### config.mk
export PLATFORM = sky130hd
export DESIGN_NAME = pic_resolver
export DESIGN_NICKNAME = d
export VERILOG_FILES = /design/src/rtl/pic_res_pkg.sv /design/src/rtl/pic_req_capture.sv /design/src/rtl/pic_rank_find.sv /design/src/rtl/pic_resolver.sv
export SDC_FILE = /design/constraint.sdc
export NUM_CORES = 1
export LEC_CHECK = 0
export BUFFER_PORTS_ARGS = -buffer_cell sky130_fd_sc_hd__buf_2
export CORE_MARGIN = 2
export CORE_UTILIZATION = 51
export DETAILED_ROUTE_END_ITERATION = 12
export HOLD_SLACK_MARGIN = 0.1
export PLACE_DENSITY_LB_ADDON = 0.2
export SYNTH_ARGS = -nofsm -noshare
export SYNTH_HDL_FRONTEND = slang
export SYNTH_HIERARCHICAL = 1
export SYNTH_SLANG_ARGS = --single-unit
### constraint.sdc
create_clock -name clk -period 3.85 [get_ports clk]
set_clock_uncertainty 0.1 [all_clocks]
set_input_delay 0.385 -clock clk [delete_from_list [all_inputs] [get_ports clk]]
set_output_delay 0.385 -clock clk [all_outputs]
set_load 0.03 [all_outputs]
### src/rtl/pic_res_pkg.sv
package pic_res_pkg;
  localparam int unsigned NLINES = 8;
  localparam int unsigned IDX_W  = $clog2(NLINES);
  localparam int unsigned RANK_W = IDX_W + 1;
  localparam logic [NLINES-1:0] PRIMARY_WMASK   = 8'hF8;
  localparam logic [NLINES-1:0] SECONDARY_WMASK = 8'hDE;
  localparam int unsigned CASCADE_LINE = 2;

  typedef logic [NLINES-1:0] line_vec_t;
  typedef logic [IDX_W-1:0]  line_idx_t;
  typedef logic [RANK_W-1:0] rank_t;
endpackage

### src/rtl/pic_req_capture.sv
module pic_req_capture
  import pic_res_pkg::*;
#(
  parameter line_vec_t WMASK = PRIMARY_WMASK
) (
  input  logic      clk,
  input  logic      rst_n,
  input  line_vec_t lines,
  input  logic      trig_wr_en,
  input  line_vec_t trig_wr_data,
  output line_vec_t req_q,
  output line_vec_t trig_q
);
  line_vec_t hist_q;
  line_vec_t req_d, hist_d, trig_d;

  // Next-state: capture according to per-line trigger mode
  always_comb begin
    for (int i = 0; i < int'(NLINES); i++) begin
      if (trig_q[i]) req_d[i] = lines[i];
      else           req_d[i] = req_q[i] | (lines[i] & ~hist_q[i]);
    end
    hist_d = lines;
    trig_d = trig_q;
    if (trig_wr_en) trig_d = trig_wr_data & WMASK;
  end

  always_ff @(posedge clk or negedge rst_n) begin
    if (!rst_n) begin
      req_q  <= '0;
      hist_q <= '0;
      trig_q <= '0;
    end else begin
      req_q  <= req_d;
      hist_q <= hist_d;
      trig_q <= trig_d;
    end
  end
endmodule

### src/rtl/pic_rank_find.sv
module pic_rank_find
  import pic_res_pkg::*;
(
  input  line_vec_t vec,
  input  line_idx_t base,
  output rank_t     rank
);
  line_vec_t rot;

  // Rotate so that bit k holds line (k + base) mod NLINES
  always_comb begin
    for (int k = 0; k < int'(NLINES); k++)
      rot[k] = vec[IDX_W'((k + int'(base)) % int'(NLINES))];
  end

  // Lowest set bit of rotated vector is the best rank; NLINES if empty
  always_comb begin
    rank = RANK_W'(NLINES);
    for (int k = int'(NLINES) - 1; k >= 0; k--)
      if (rot[k]) rank = RANK_W'(k);
  end
endmodule

### src/rtl/pic_resolver.sv
module pic_resolver
  import pic_res_pkg::*;
#(
  parameter bit IS_PRIMARY = 1'b1
) (
  input  logic       clk,
  input  logic       rst_n,
  input  logic [7:0] irq_lines,
  input  logic [7:0] irq_mask,
  input  logic [7:0] in_service,
  input  logic [2:0] prio_base,
  input  logic       nested_en,
  input  logic       trig_wr_en,
  input  logic [7:0] trig_wr_data,
  output logic       int_out,
  output logic [2:0] win_idx
);
  localparam line_vec_t WMASK    = IS_PRIMARY ? PRIMARY_WMASK : SECONDARY_WMASK;
  localparam line_vec_t CASC_BIT = IS_PRIMARY ? line_vec_t'(1 << CASCADE_LINE) : '0;

  line_vec_t req_q, trig_q;
  line_vec_t pend_vec, serv_vec;
  rank_t     pend_rank, serv_rank;

  pic_req_capture #(.WMASK(WMASK)) u_cap (
    .clk          (clk),
    .rst_n        (rst_n),
    .lines        (irq_lines),
    .trig_wr_en   (trig_wr_en),
    .trig_wr_data (trig_wr_data),
    .req_q        (req_q),
    .trig_q       (trig_q)
  );

  always_comb begin
    pend_vec = req_q & ~irq_mask;
    serv_vec = in_service & ~(nested_en ? CASC_BIT : line_vec_t'(0));
  end

  pic_rank_find u_pend (.vec(pend_vec), .base(prio_base), .rank(pend_rank));
  pic_rank_find u_serv (.vec(serv_vec), .base(prio_base), .rank(serv_rank));

  always_comb begin
    int_out = (pend_rank < serv_rank);
    win_idx = '0;
    if (int_out)
      win_idx = IDX_W'((int'(pend_rank) + int'(prio_base)) % int'(NLINES));
  end
endmodule

==> results.tsv, run 1 <==
stage	metric	value	unit
cts	clockBufferDepth	2	
worst_setup_path	endpoint_kind	output port	
placed_design	port_buffers	39	
layout	final_cell_mix	buf_2, dfrtp_1, mux2i_1, mux2_2, buf_4	
route	avgViaCountPerCell	5.62	
route	drt_pass1_iterations	4	
route	totalWireLength	4.62	mm
cts	clock_sinks	21	
timing	setup_viol	1	
timing	rsz0062_at_grt	yes	
grt	overflow	0	
layout	nets	307	
outcome	status	complete, but fails checks	
hold_path	min_from	irq_lines[2]	
worst_setup_path	cp_num_buf_inv	4	
yosys	avgSynthCellArea	11.1	sq um
worst_setup_path	timing.critical_path.cells	buf_8 -> inv_4 -> ha_4 -> buf_12 -> mux2_2 -> mux4_2 -> nor3_4 -> a21oi_2 -> o22ai_2 -> ha_1 -> a2111o_1 -> a21boi_4 -> buf_6	
route	num_vias	1741	
timing	min_period_over_period	100	%
timing	tightest_slew	430	ps
placed_design	globalplace.congestion	0.799	
layout	layout_commonest_cell	buf_2	
worst_setup_path	r2r_slack	2960	ps
cts	clk_pin_slew	70	ps
floorplan	pin_count	43	
worst_setup_path	start_kind	primary input	
layout	fillers	359	
route	ant_nets	0	
route	post_drt_wl_per_cell	14.9	um
layout	drive_gt1_share	45.7	%
route	drc	0	
cts	numCtsBuffers	3	
floorplan	initial_utilization	52.9	%
floorplan	dieArea	5040	sq um
grt	grt_pass1_vias	1781	
cts	htree_num_levels	1	
placed_design	dpl.hpwl	3.68	mm
worst_setup_path	startpoint	prio_base[0]	
grt	grt_pass1_wl	8.20	mm
grt	met2_usage	34.1	%
layout	area_delta_synth_final	22.9	%
hold_path	min_to	u_cap/hist_q[2]	
worst_setup_path	crit_family	compound AO/OA/AOI/OAI gates	
timing	holdWs	153	ps
floorplan	std_cell_rows	24	
worst_setup_path	reg2reg_depth	2	
layout	stdcell_count	310	
power_and_ir_drop	power_density	331	nW/um^2
timing	maxSlewHeadroom	71.3	%
worst_setup_path	worst_path_max_delay_cell	a2111o_1	
timing	fin_crit	3850	ps
route	first_iter_violations	83	
yosys	syn_inst	206	
worst_setup_path	cp.arrival	3370	ps
floorplan	core_area	4320	sq um
job	drv_cap	0	
yosys	synthesis.area	2290	sq um
hold_path	hold_class	primary input to register	
grt	grt_max_degree	22	
grt	antenna_found_initial	0	
worst_setup_path	r2r-start	u_cap/trig_q[4]	
cts	tritoncts	built	
worst_setup_path	required	3370	ps
timing	drv_slew	0	
placed_design	dp_cells	301	
cts	insertion_delay	250	ps
layout	diodes	0	
power_and_ir_drop	leakagePower	0.00129	uW
yosys	ys_warn_count	6	
placed_design	dp_slack	-95.4	ps
worst_setup_path	path_max_fanout	5	
grt	use_met3	1.42	%
grt	track_usage	19.8	%
timing	fin_ws	-0.198	ps
grt	grt.busiest_layer	met2	
power_and_ir_drop	ir_drop	0.328	mV
timing	fmax	0.260	GHz
floorplan	die_w	71.0	um
worst_setup_path	r2r-end	u_cap/req_q[4]	
hold_path	holdPathStages	1	
grt	met1_usage	27.3	%
floorplan	die_h	71.0	um
worst_setup_path	path_class	primary input to output port	
outcome	violations	setup timing	
worst_setup_path	slowest_delay	550	ps
timing	hold_viol	0	
timing	fin_setup_tns	-0.198	ps
cts	cts-root-buf	clkbuf_8	
yosys	syn_nets	254	
==> registers in the layout, indices dropped and copies added, names as in the netlist <==
| name | count |
|---|---|
| u_cap/req_q | 8 |
| u_cap/hist_q | 8 |
| u_cap/trig_q | 5 |
==> what timing repair did <==
action                     CTS  global route
setup endpoints to repair    4             4
pin swaps                   12             9
hold endpoints to repair    21             0
hold buffers                 1             0
resized for setup           12            18
buffers inserted             4             0
==> final cells by class <==
type	count	area [sq um]	area share, %
inverter	15	61.3	2.18
clock inverter	1	5.00	0.178
sequential	21	526	18.7
clock buffer	3	41.3	1.47
tap	52	65.1	2.31
multi-input combinational	161	1720	61.2
timing repair buffer	57	394	14.0
==> worst register-to-register path, cell delays in order, from the launching register on <==
cell and delay (ps):
dfrtp_1 380, nand2b_1 140, a22o_1 170
==> metal layers <==
| metal | part of all wire (%) | routed length (um) |
|---|---|---|
| met5 | 0 | 0 |
| met4 | 0.54 | 25 |
| met3 | 2.7 | 126 |
| met2 | 50 | 2310 |
| met1 | 47 | 2170 |
==> report_power, final <==
group / internal, uW / switching, uW / leakage (uW)
registers: 236 / 6.33 / 0.000237
logic: 281 / 273 / 0.00103
clock network: 71.7 / 62.0 / 0.0000255
==> worst max-delay path by stage <==
stage	endpoint	slack [ps]	cells after the start
CTS	win_idx[1]	2	13
finish	win_idx[0]	-0.2	13
global route	win_idx[0]	-120	13
detailed placement	win_idx[0]	-100	12
global placement	win_idx[0]	-70	12
floorplan	win_idx[0]	5	14
==> per-stage QoR <==
step                cell area [sq um]  util [%]  total power [uW]
floorplan                        2380         -               636
global placement                 2630      60.9               736
detailed placement               2630      60.9               745
CTS                              2760      63.8               918
global route                     2810      65.0               996
finish                           2810      65.0               930
(Power assumes the default switching activity.)
==> run 2: changes to the inputs <==
--- a/config.mk
+++ b/config.mk
@@ -7,7 +7,7 @@
 export LEC_CHECK = 0
 export BUFFER_PORTS_ARGS = -buffer_cell sky130_fd_sc_hd__buf_2
 export CORE_MARGIN = 2
-export CORE_UTILIZATION = 51
+export CORE_UTILIZATION = 55
 export DETAILED_ROUTE_END_ITERATION = 12
 export HOLD_SLACK_MARGIN = 0.1
 export PLACE_DENSITY_LB_ADDON = 0.2
==> constraint.sdc (replaced) <==
create_clock -name clk -period 3.8 [get_ports clk]
set_clock_uncertainty 0.1 [all_clocks]
set_input_delay 0.38 -clock clk [delete_from_list [all_inputs] [get_ports clk]]
set_output_delay 0.38 -clock clk [all_outputs]
set_load 0.005 [all_outputs]
==> results.tsv, run 2 (synthesis gave the netlist of run 1 again) <==
stage	metric	value	unit	change
outcome	status	finished, final reports clean		
layout	final_cell_mix	buf_2, mux2_2, dfrtp_1		
layout	layout_commonest_cell	buf_2		
placed_design	port_buffers	39		unchanged
floorplan	die_w	68.5	um	-3.5%
grt	grt_pass1_vias	1766		-0.84%
layout	drive_gt1_share	47.3	%	+1.6 points
layout	nets	307		unchanged
cts	cts-root-buf	clkbuf_8		
worst_setup_path	slowest_delay	520	ps	-30 ps
power_and_ir_drop	power_density	305	nW/um^2	-7.6%
floorplan	initial_utilization	57.2	%	+4.3 points
floorplan	pin_count	43		unchanged
worst_setup_path	crit_family	multiplexers		
worst_setup_path	path_max_fanout	5		unchanged
timing	fmax	0.270	GHz	
worst_setup_path	timing.critical_path.cells	buf_4 -> inv_2 -> ha_4 -> buf_6 -> mux2_4 -> mux4_2 -> nor3_4 -> a21oi_2 -> o22ai_2 -> ha_1 -> a2111o_1 -> a21oi_1 -> buf_2		
timing	fin_crit	3710	ps	
timing	min_period_over_period	97.5	%	
hold_path	min_from	irq_lines[6]		
worst_setup_path	path_class	primary input to output port		
worst_setup_path	cp_num_buf_inv	4		unchanged
power_and_ir_drop	totalPowerFinal	842	uW	-9.4%
worst_setup_path	r2r_slack	2890	ps	-70 ps
worst_setup_path	start_kind	primary input		
cts	clock_sinks	21		unchanged
grt	overflow	0		unchanged
route	drt_pass1_iterations	4		unchanged
floorplan	core_area	4000	sq um	-7.5%
timing	fin_ws	94.7	ps	+94.9 ps
cts	clockBufferDepth	2		unchanged
placed_design	globalplace.congestion	0.769		-3.7%
worst_setup_path	cp.arrival	3230	ps	-140 ps
placed_design	dp_slack	-38.5	ps	+56.8 ps
worst_setup_path	endpoint_kind	output port		
timing	drv_slew	0		unchanged
timing	setup_viol	0		-1
layout	diodes	0		unchanged
floorplan	dieArea	4690	sq um	-6.9%
route	totalWireLength	4.77	mm	+3.1%
timing	maxSlewHeadroom	68.7	%	-2.7 points
placed_design	dpl.hpwl	3.52	mm	-4.3%
floorplan	die_h	68.5	um	-3.5%
layout	fin_util	68.9	%	+3.9 points
cts	tritoncts	built		
route	avgViaCountPerCell	5.81		+3.4%
route	num_vias	1789		+2.8%
cts	htree_num_levels	1		unchanged
timing	hold_viol	0		unchanged
route	first_iter_violations	64		-23%
worst_setup_path	r2r-start	u_cap/trig_q[6]		
route	drc	0		unchanged
cts	numCtsBuffers	3		unchanged
layout	reg_top3	u_cap/hist_q (8), u_cap/req_q (8), u_cap/trig_q (5)		
cts	clk_pin_slew	70	ps	about the same
grt	grt_max_degree	22		unchanged
hold_path	hold_class	primary input to register		
worst_setup_path	startpoint	prio_base[0]		
power_and_ir_drop	ir_drop	0.302	mV	-7.9%
worst_setup_path	worst_path_max_delay_cell	mux4_2		
power_and_ir_drop	leakagePower	0.00127	uW	-2.0%
layout	area_delta_synth_final	20.5	%	
route	ant_nets	0		unchanged
grt	track_usage	21.7	%	+1.9 points
timing	tightest_slew	469	ps	+39.0 ps
cts	insertion_delay	250	ps	about the same
grt	grt_pass1_wl	7.76	mm	-5.5%
job	drv_cap	0		unchanged
worst_setup_path	required	3320	ps	-50 ps
route	post_drt_wl_per_cell	15.5	um	+3.8%
grt	antenna_found_initial	0		unchanged
floorplan	std_cell_rows	23		-4.2%
run 2: where the power goes:
group,internal [uW],switching (uW),total (uW),leakage [uW]
clock network,72.8,65.3,138,0.0000255
logic,244,214,458,0.00100
registers,239,6.61,246,0.000237
run 2: final timing paths:
path | endpoint | cells after the start
worst max register to register | u_cap/req_q[6] | 2
worst max-delay path | win_idx[2] | 13
max in group asynchronous | u_cap/hist_q[6] | 2
min in group asynchronous | u_cap/hist_q[2] | 2
worst min register to register | u_cap/req_q[0] | 1
worst min-delay path | u_cap/hist_q[6] | 1
run 2: layout make-up:
type | instances | area, sq um
Clock buffer | 3 | 41.3
Sequential cell | 21 | 526
Clock inverter | 1 | 5.00
Fill cell | 326 | 1240
Tap cell | 50 | 62.6
Timing Repair Buffer | 57 | 353
Inverter | 15 | 56.3
Multi-Input combinational cell | 161 | 1710
run 2: stage by stage:
step	instance area (sq um)	TNS [ps]	hold WS, ps	std cells
after CTS	2640	0	141	304
after global placement	2530	-2.48	250	298
final	2760	0	142	308
after floorplan	2290	0	-15.6	206
after detailed placement	2530	-114	247	298
after global routing	2760	-34.3	138	308
run 2: per-layer routing:
layer	track usage (%)	vias to the layer above	part of all wire, %
li1	-	871	-
met5	0	-	0
met1	27.2	874	44
met4	5.00	0	0.92
met2	39.9	37	52
met3	2.27	7	3.0
run 2: repair_timing:
item / in CTS / in global routing
hold endpoints to repair: 21 / 0
hold buffers: 1 / 0
buffers inserted: 1 / 4
setup endpoints to repair: 3 / 4
pin swaps: 5 / 13
gates resized for setup: 11 / 31
==> run 3: changes to the inputs <==
--- a/config.mk
+++ b/config.mk
@@ -5,12 +5,13 @@
 export SDC_FILE = /design/constraint.sdc
 export NUM_CORES = 1
 export LEC_CHECK = 0
-export BUFFER_PORTS_ARGS = -buffer_cell sky130_fd_sc_hd__buf_2
+export BUFFER_PORTS_ARGS = -buffer_cell sky130_fd_sc_hd__buf_4
 export CORE_MARGIN = 2
 export CORE_UTILIZATION = 55
 export DETAILED_ROUTE_END_ITERATION = 12
 export HOLD_SLACK_MARGIN = 0.1
 export PLACE_DENSITY_LB_ADDON = 0.2
+export RECOVER_POWER = 25
 export SYNTH_ARGS = -nofsm -noshare
 export SYNTH_HDL_FRONTEND = slang
 export SYNTH_HIERARCHICAL = 1
==> results.tsv, run 3 (synthesis gave the netlist of run 1 again) <==
stage	metric	value	unit	change
cts	insertion_delay	260	ps	about the same
grt	grt_pass1_vias	1720		-2.6%
power_and_ir_drop	ir_drop	0.288	mV	-4.8%
cts	numCtsBuffers	3		unchanged
timing	setup_viol	0		unchanged
worst_setup_path	reg2reg_depth	2		unchanged
worst_setup_path	endpoint	win_idx[0]		
placed_design	dp_cells	298		unchanged
outcome	status	finished, final reports clean		
route	post_drt_wl_per_cell	14.9	um	-3.5%
timing	hold_viol	0		unchanged
timing	fin_crit	3690	ps	-17.6 ps
grt	grt_pass1_wl	7.64	mm	-1.5%
layout	layout_commonest_cell	buf_4		
grt	track_usage	21.3	%	-0.35 points
power_and_ir_drop	power_density	302	nW/um^2	-1.0%
cts	tritoncts	built		
floorplan	die_h	68.5	um	unchanged
layout	final_cell_mix	buf_4, mux2_2, dfrtp_1		
layout	nets	303		-1.3%
worst_setup_path	start_kind	primary input		
placed_design	port_buffers	39		unchanged
worst_setup_path	r2r-start	u_cap/trig_q[3]		
timing	holdWs	148	ps	+6.07 ps
power_and_ir_drop	p_clk_share	16.6	%	+0.2 points
layout	reg_top3	u_cap/hist_q (8), u_cap/req_q (8), u_cap/trig_q (5)		
cts	clockBufferDepth	2		unchanged
floorplan	dieArea	4690	sq um	unchanged
cts	htree_num_levels	1		unchanged
hold_path	hold_class	primary input to register		
power_and_ir_drop	power_switching	281	uW	-1.9%
layout	diodes	0		unchanged
placed_design	dpl.hpwl	3.59	mm	+2.0%
placed_design	dpl_cell_area	2630	sq um	+3.9%
power_and_ir_drop	seqPwrFrac	29.2	%	about the same
floorplan	std_cell_rows	23		unchanged
route	num_vias	1736		-3.0%
placed_design	globalplace.congestion	0.796		+3.4%
timing	drv_slew	0		unchanged
layout	stdcell_count	304		-1.3%
floorplan	pin_count	43		unchanged
layout	drive_gt1_share	42.9	%	-4.4 points
route	ant_nets	0		unchanged
job	drv_cap	0		unchanged
route	drt_pass1_iterations	4		unchanged
layout	fin_area	2790	sq um	+1.0%
timing	rsz0062_at_grt	no		
worst_setup_path	path_class	primary input to output port		
power_and_ir_drop	leakagePower	0.00125	uW	-1.2%
worst_setup_path	cp.arrival	3210	ps	-20 ps
route	avgViaCountPerCell	5.71		-1.7%
timing	fmax	0.271	GHz	+0.48%
floorplan	die_w	68.5	um	unchanged
layout	area_delta_synth_final	21.8	%	
grt	antenna_found_initial	0		unchanged
power_and_ir_drop	share_comb_of_total_power	54.3	%	about the same
power_and_ir_drop	sw_frac_of_total	33.3	%	-0.67 points
floorplan	core_area	4000	sq um	unchanged
worst_setup_path	r2r-end	u_cap/req_q[3]		
route	totalWireLength	4.54	mm	-4.8%
timing	tightest_slew	407	ps	-61.6 ps
cts	cts-root-buf	clkbuf_8		
worst_setup_path	startpoint	prio_base[0]		
hold_path	min_from	irq_lines[5]		
cts	clk_pin_slew	70	ps	about the same
worst_setup_path	endpoint_kind	output port		
worst_setup_path	required	3320	ps	about the same
cts	clock_sinks	21		unchanged
grt	grt_max_degree	22		unchanged
grt	overflow	0		unchanged
timing	min_period_over_period	97.0	%	-0.46 points
power_and_ir_drop	totalPowerFinal	842	uW	about the same
floorplan	initial_utilization	57.2	%	unchanged
timing	maxSlewHeadroom	72.8	%	+4.1 points
worst_setup_path	r2r_slack	2890	ps	about the same
worst_setup_path	path_max_fanout	5		unchanged
route	first_iter_violations	86		+34%
route	drc	0		unchanged
power_and_ir_drop	p_int	562	uW	+1.0%
-- run 3: worst min path at each step --
| stage | end | cells past startpoint | slack (ps) |
|---|---|---|---|
| 2_1_floorplan | u_cap/hist_q[0] | 0 | -20 |
| 3_3_place_gp | u_cap/req_q[2] | 1 | 170 |
| 3_5_place_dp | u_cap/req_q[1] | 1 | 170 |
| 4_1_cts | u_cap/hist_q[3] | 1 | 130 |
| 5_1_grt | u_cap/hist_q[3] | 1 | 150 |
| 6_report | u_cap/hist_q[5] | 1 | 150 |
-- run 3: what timing repair did --
action	4_1_cts	5_1_grt
setup endpoints to repair	3	4
gates cloned	0	0
buffers inserted	0	1
endpoints found under the hold margin	21	0
pin swaps	1	9
hold buffers	1	0
gates resized for setup	2	32
-- run 3: area by class of cell --
type	count	area, sq um
Sequential cell	21	526
Tap cell	50	62.6
Timing Repair Buffer	53	400
Inverter	15	56.3
Clock buffer	3	41.3
Multi-Input combinational cell	161	1700
Clock inverter	1	5.00
Fill cell	330	1210
-- run 3: worst max-delay path: stages --
cell and delay, ps:
buf_4 110, inv_2 40, ha_4 270, buf_6 120, mux2_4 310, mux4_2 530
nor3_4 230, a21oi_2 50, o22ai_2 180, ha_1 250, a2111o_1 440, a21boi_1 160
buf_4 120
-- run 3: power by group through the flow --
stage / logic, uW / clock network [uW] / registers, uW
2_1_floorplan: 289 / 0 / 248
3_3_place_gp: 406 / 0 / 250
3_5_place_dp: 416 / 0 / 250
4_1_cts: 421 / 145 / 246
5_1_grt: 506 / 154 / 248
6_report: 457 / 140 / 246
-- run 3: metrics by stage --
step                      setup WS, ps  setup TNS, ps  utilization, %
after floorplan                   36.5              0               -
after global placement            25.3              0            65.8
after detailed placement         -26.0          -76.7            65.8
after CTS                         3.75              0            67.4
final                              112              0            69.7
after global routing              3.96              0            69.7
-- run 3: metal layers --
| metal | global-route usage, % | part of all wire (%) |
|---|---|---|
| met1 | 26.5 | 45 |
| met2 | 39.5 | 50 |
| met5 | 0 | 0 |
| met3 | 2.44 | 4.3 |
| met4 | 4.50 | 0.64 |
